===== src/rtl/i2c_clkdiv.sv =====
module i2c_clkdiv #(
  parameter int THP = 24
) (
  input  logic       clk,
  input  logic       rst_n,
  input  logic [7:0] ctrl,
  input  logic       scl_in,
  output logic       tick,
  output logic       scl_low,
  output logic [1:0] phase
);
  localparam int TW = (THP > 0) ? $clog2(THP + 1) : 1;
  localparam logic [TW-1:0] THP_LAST = TW'(THP);

  logic [6:0]    pre_cnt;
  logic [3:0]    m_cnt;
  logic [TW-1:0] thp_cnt;
  logic [3:0]    ten_cnt;
  logic [3:0]    m_q;
  logic [2:0]    n_q;

  logic [7:0] pre_span;
  logic run, pre_last, m_last, thp_last, ten_last;
  logic step_m, step_t, step_u, last;

  assign pre_span = 8'd1 << n_q;
  assign run      = scl_low | scl_in;
  assign pre_last = pre_cnt == (pre_span[6:0] - 7'd1);
  assign m_last   = m_cnt == m_q;
  assign thp_last = thp_cnt == THP_LAST;
  assign ten_last = ten_cnt == 4'd9;

  assign step_m = run & pre_last;
  assign step_t = step_m & m_last;
  assign step_u = step_t & thp_last;
  assign last   = step_u & ten_last;

  assign phase = {~scl_low, ten_cnt >= 4'd5};

  always_ff @(posedge clk or negedge rst_n) begin
    if (!rst_n) begin
      pre_cnt <= '0;
      m_cnt   <= '0;
      thp_cnt <= '0;
      ten_cnt <= '0;
      m_q     <= '0;
      n_q     <= '0;
      scl_low <= 1'b0;
      tick    <= 1'b0;
    end else begin
      tick <= last;
      if (run)    pre_cnt <= pre_last ? '0 : pre_cnt + 7'd1;
      if (step_m) m_cnt   <= m_last   ? '0 : m_cnt + 4'd1;
      if (step_t) thp_cnt <= thp_last ? '0 : thp_cnt + TW'(1);
      if (step_u) ten_cnt <= ten_last ? '0 : ten_cnt + 4'd1;
      if (last) begin
        scl_low <= ~scl_low;
        m_q     <= ctrl[6:3];
        n_q     <= ctrl[2:0];
      end
    end
  end
endmodule


===== config.mk =====
export PLATFORM = sky130hd
export DESIGN_NAME = i2c_clkdiv
export DESIGN_NICKNAME = d
export VERILOG_FILES = /design/src/rtl/i2c_clkdiv.sv
export SDC_FILE = /design/constraint.sdc
export NUM_CORES = 1
export LEC_CHECK = 0
export ABC_AREA = 0
export CAP_MARGIN = 10
export CORE_MARGIN = 5
export CORE_UTILIZATION = 55
export DETAILED_ROUTE_END_ITERATION = 12
export DONT_BUFFER_PORTS = 1
export GPL_TIMING_DRIVEN = 0
export PLACE_DENSITY_LB_ADDON = 0.25
export SLEW_MARGIN = 30
export SYNTH_ARGS = -nofsm -noshare
export SYNTH_HDL_FRONTEND = slang
export SYNTH_SLANG_ARGS = --single-unit

===== constraint.sdc =====
create_clock -name clk -period 5.53 [get_ports clk]
set_input_delay 0.8295 -clock clk [delete_from_list [all_inputs] [get_ports clk]]
set_output_delay 0.8295 -clock clk [all_outputs]
set_load 0.05 [all_outputs]

==> impl_metrics.csv <==
group,metric,value,unit
logic_synthesis,synth.area.top_cells,"dfrtp_1 45%, mux2_2 8.4%, xor2_1 4.4%",
clock_network,post_cts_buffers,0,
clock_network,cts.sinks,29,
floorplan,die_x,64.0,um
timing,finClkSkew,0.00910,ns
detailed_routing,vias_per_cell,5.96,
logic_synthesis,synth_area,1600,um^2
detailed_routing,first_pass_iters,4,
logic_synthesis,yosys-top-cells-count,"29 x dfrtp_1, 13 x nor2_1, 12 x mux2_2, 12 x nand2_1",
logic_synthesis,async_flop_share,100,%
place,gp_congestion,0.752,
global_routing,grt_pass1_vias,1119,
cells_and_area,finalCoreUtilization,61.7,%
setup_path,arrival,2.86,ns
power_and_ir_drop,power_frac_seq,45.7,%
power_and_ir_drop,ir_drop,0.000251,V
logic_synthesis,yosysSeqAreaShare,45.3,%
setup_path,critical_path_class,"register to register",
power_and_ir_drop,switchingPower,228,uW
setup_path,worst-path-buf-inv,0,
logic_synthesis,avgSynthCellArea,10.4,um^2
floorplan,die-area,4090,um^2
detailed_routing,wl_per_cell,15.2,um
global_routing,use_met1,20.8,%
setup_path,max_stage_delay,0.59,ns
clock_network,htreeDepth,2,
floorplan,io_pins,15,
timing,rsz0062_at_grt,"no",
power_and_ir_drop,intPower,401,uW
global_routing,antenna_found_initial,0,
timing,worstMarginPinSlew,0.637,ns
global_routing,grt_max_degree,30,
logic_synthesis,syn_nets,169,
place,portBuffers,0,
setup_path,end_kind,"register",
clock_network,cts_tree,"done",
setup_path,cp.required,5.74,ns
logic_synthesis,synth_cells,154,
logic_synthesis,synthFlopType,"dfrtp_1",
logic_synthesis,ys.warnings.count,0,
power_and_ir_drop,clockPowerShare,23.4,%
global_routing,grt_pass1_wl,5150,um
logic_synthesis,yosys.area.top_type,"dfrtp_1",
timing,setup_viol,0,
power_and_ir_drop,switching_share,36.3,%
setup_path,cp_top_family,"simple AND/OR/NAND/NOR gates",
setup_path,ff2ff_path_depth,5,
setup_path,cp_slowest_cell,"nor4_4",
cells_and_area,antenna-diode-count,0,
logic_synthesis,synth-seq-cells,29,
detailed_routing,num_vias,1150,
setup_path,crit_cells,5,
setup_path,worstPathCellList,"xor2_1, nor4_2, nand2_1, nor4_4, mux2_2",
power_and_ir_drop,pwr_density_cell,366,nW/um^2
logic_synthesis,synth_edf_count,0,
clock_network,clockBufferDepth,2,
global_routing,grt_use_total,15.9,%
global_routing,grt-ovfl-total,0,
timing,finalHoldViolCount,0,
timing,period_needed,2.65,ns
setup_path,start_kind,"register",
clock_network,clkLatencyLatePin,0.33,ns
timing,slew_headroom,57.3,%
floorplan,die_height,64.0,um
detailed_routing,drcViolationCount,0,
logic_synthesis,synth.most_common_cell,"dfrtp_1",
cells_and_area,drive_gt1_share,17.9,%
power_and_ir_drop,combPwrFrac,30.9,%
setup_path,critical_path.max_fanout,8,
clock_network,cts_hold_buffers,0,
timing,totalNegativeSetupSlack,0,ns
detailed_routing,drtAntennaViolNets,0,
timing,hold-worst-slack,0.181,ns
cells_and_area,nets,176,
global_routing,met2_usage,23.7,%
global_routing,grt.busiest_layer,"met2",
cells_and_area,final_cells,193,
place,dpl.cell_count,185,
power_and_ir_drop,power.leakage,0.744,nW
place,dpl.hpwl,2090,um
outcome,status,"finished clean",
timing,slew_violations,0,
timing,post-route-period-util,48.0,%
flow_run,drv_cap,0,
logic_synthesis,synth.top_cell.area_share,45.3,%
worst_hold_path,hold_path.class,"primary input to asynchronous set/reset pin",
cells_and_area,syn_to_final_growth,7.10,%
logic_synthesis,yosysUniqueCellTypes,41,
clock_network,clk_pin_slew,0.09,ns
timing,max_freq,377,MHz
clock_network,clockRootBuffer,"clkbuf_4",
floorplan,coreArea,2780,um^2
clock_network,cts-resized-gates,0,
detailed_routing,drt_iter0_drc,80,
clock_network,numCtsBuffers,5,
detailed_routing,wl,2930,um
floorplan,start_util,57.6,%
floorplan,row_count,19,
global_routing,use_met3,6.48,%
## cells by family after synthesis
logic type	count (synthesis)	synth area share [%]
AOI/OAI and AO/OA	27	12.5
xor gates and xnor gates	12	6.56
adders and majority gates	4	3.12
buffers and inverters	12	2.97
DFF	29	45.3
muxes	12	8.43
and+or+nand+nor	58	21.2
## area by class of cell
type,count,area [um^2]
Fill cell,228,1060
Multi-Input combinational cell,113,835
Sequential cell,29,726
Clock buffer,7,65.1
Tap cell,31,38.8
Buffer,7,28.8
Inverter,5,18.8
Clock inverter,1,5.00
## metal layers
metal	vias to the layer above	routed length, um
met2	21	1410
met1	550	1330
met5	-	0
li1	575	-
met3	4	152
met4	0	30
## sequential cells by signal (all words and copies together), names as in the netlist
name and count:
pre_cnt 7, tick 1, n_q 3, ten_cnt 4, scl_low 1, m_q 4, thp_cnt 5, m_cnt 4
## power groups by stage
stage	clock network [mW]	registers, mW	logic, mW
3_3_place_gp	0	0.287	0.184
5_1_grt	0.165	0.292	0.221
4_1_cts	0.153	0.285	0.193
3_5_place_dp	0	0.290	0.193
2_1_floorplan	0	0.279	0.157
6_report	0.147	0.287	0.194
## through the flow
step / total power, mW / instance area (um^2) / worst slack (ns)
floorplan: 0.436 / 1600 / 3.26
global placement: 0.471 / 1640 / 2.91
detailed placement: 0.483 / 1640 / 2.88
CTS: 0.631 / 1710 / 2.85
global route: 0.678 / 1720 / 2.70
finish: 0.629 / 1720 / 2.88
## placed cells by master (no fill, tap or decap), types with 5 or more instances in the layout
| cell | count |
|---|---|
| mux2_2 | 12 |
| inv_1 | 5 |
| xor2_1 | 8 |
| nand2_1 | 12 |
| clkbuf_4 | 5 |
| or3_1 | 5 |
| o21ai_0 | 8 |
| nor2b_1 | 6 |
| o41ai_1 | 5 |
| dfrtp_1 | 29 |
| nor2_1 | 13 |
## worst paths after layout
path | start | end | slack, ns
worst max-delay path | m_cnt[0] | n_q[2] | 2.88
worst min-delay path | rst_n | tick | 0.18
worst max register to register | m_cnt[0] | n_q[2] | 2.88
worst min register to register | thp_cnt[3] | thp_cnt[3] | 0.53
max in group asynchronous | rst_n | n_q[2] | 5.26
min in group clk | thp_cnt[3] | thp_cnt[3] | 0.53
No activity file was read; power rests on OpenSTA's default activity.
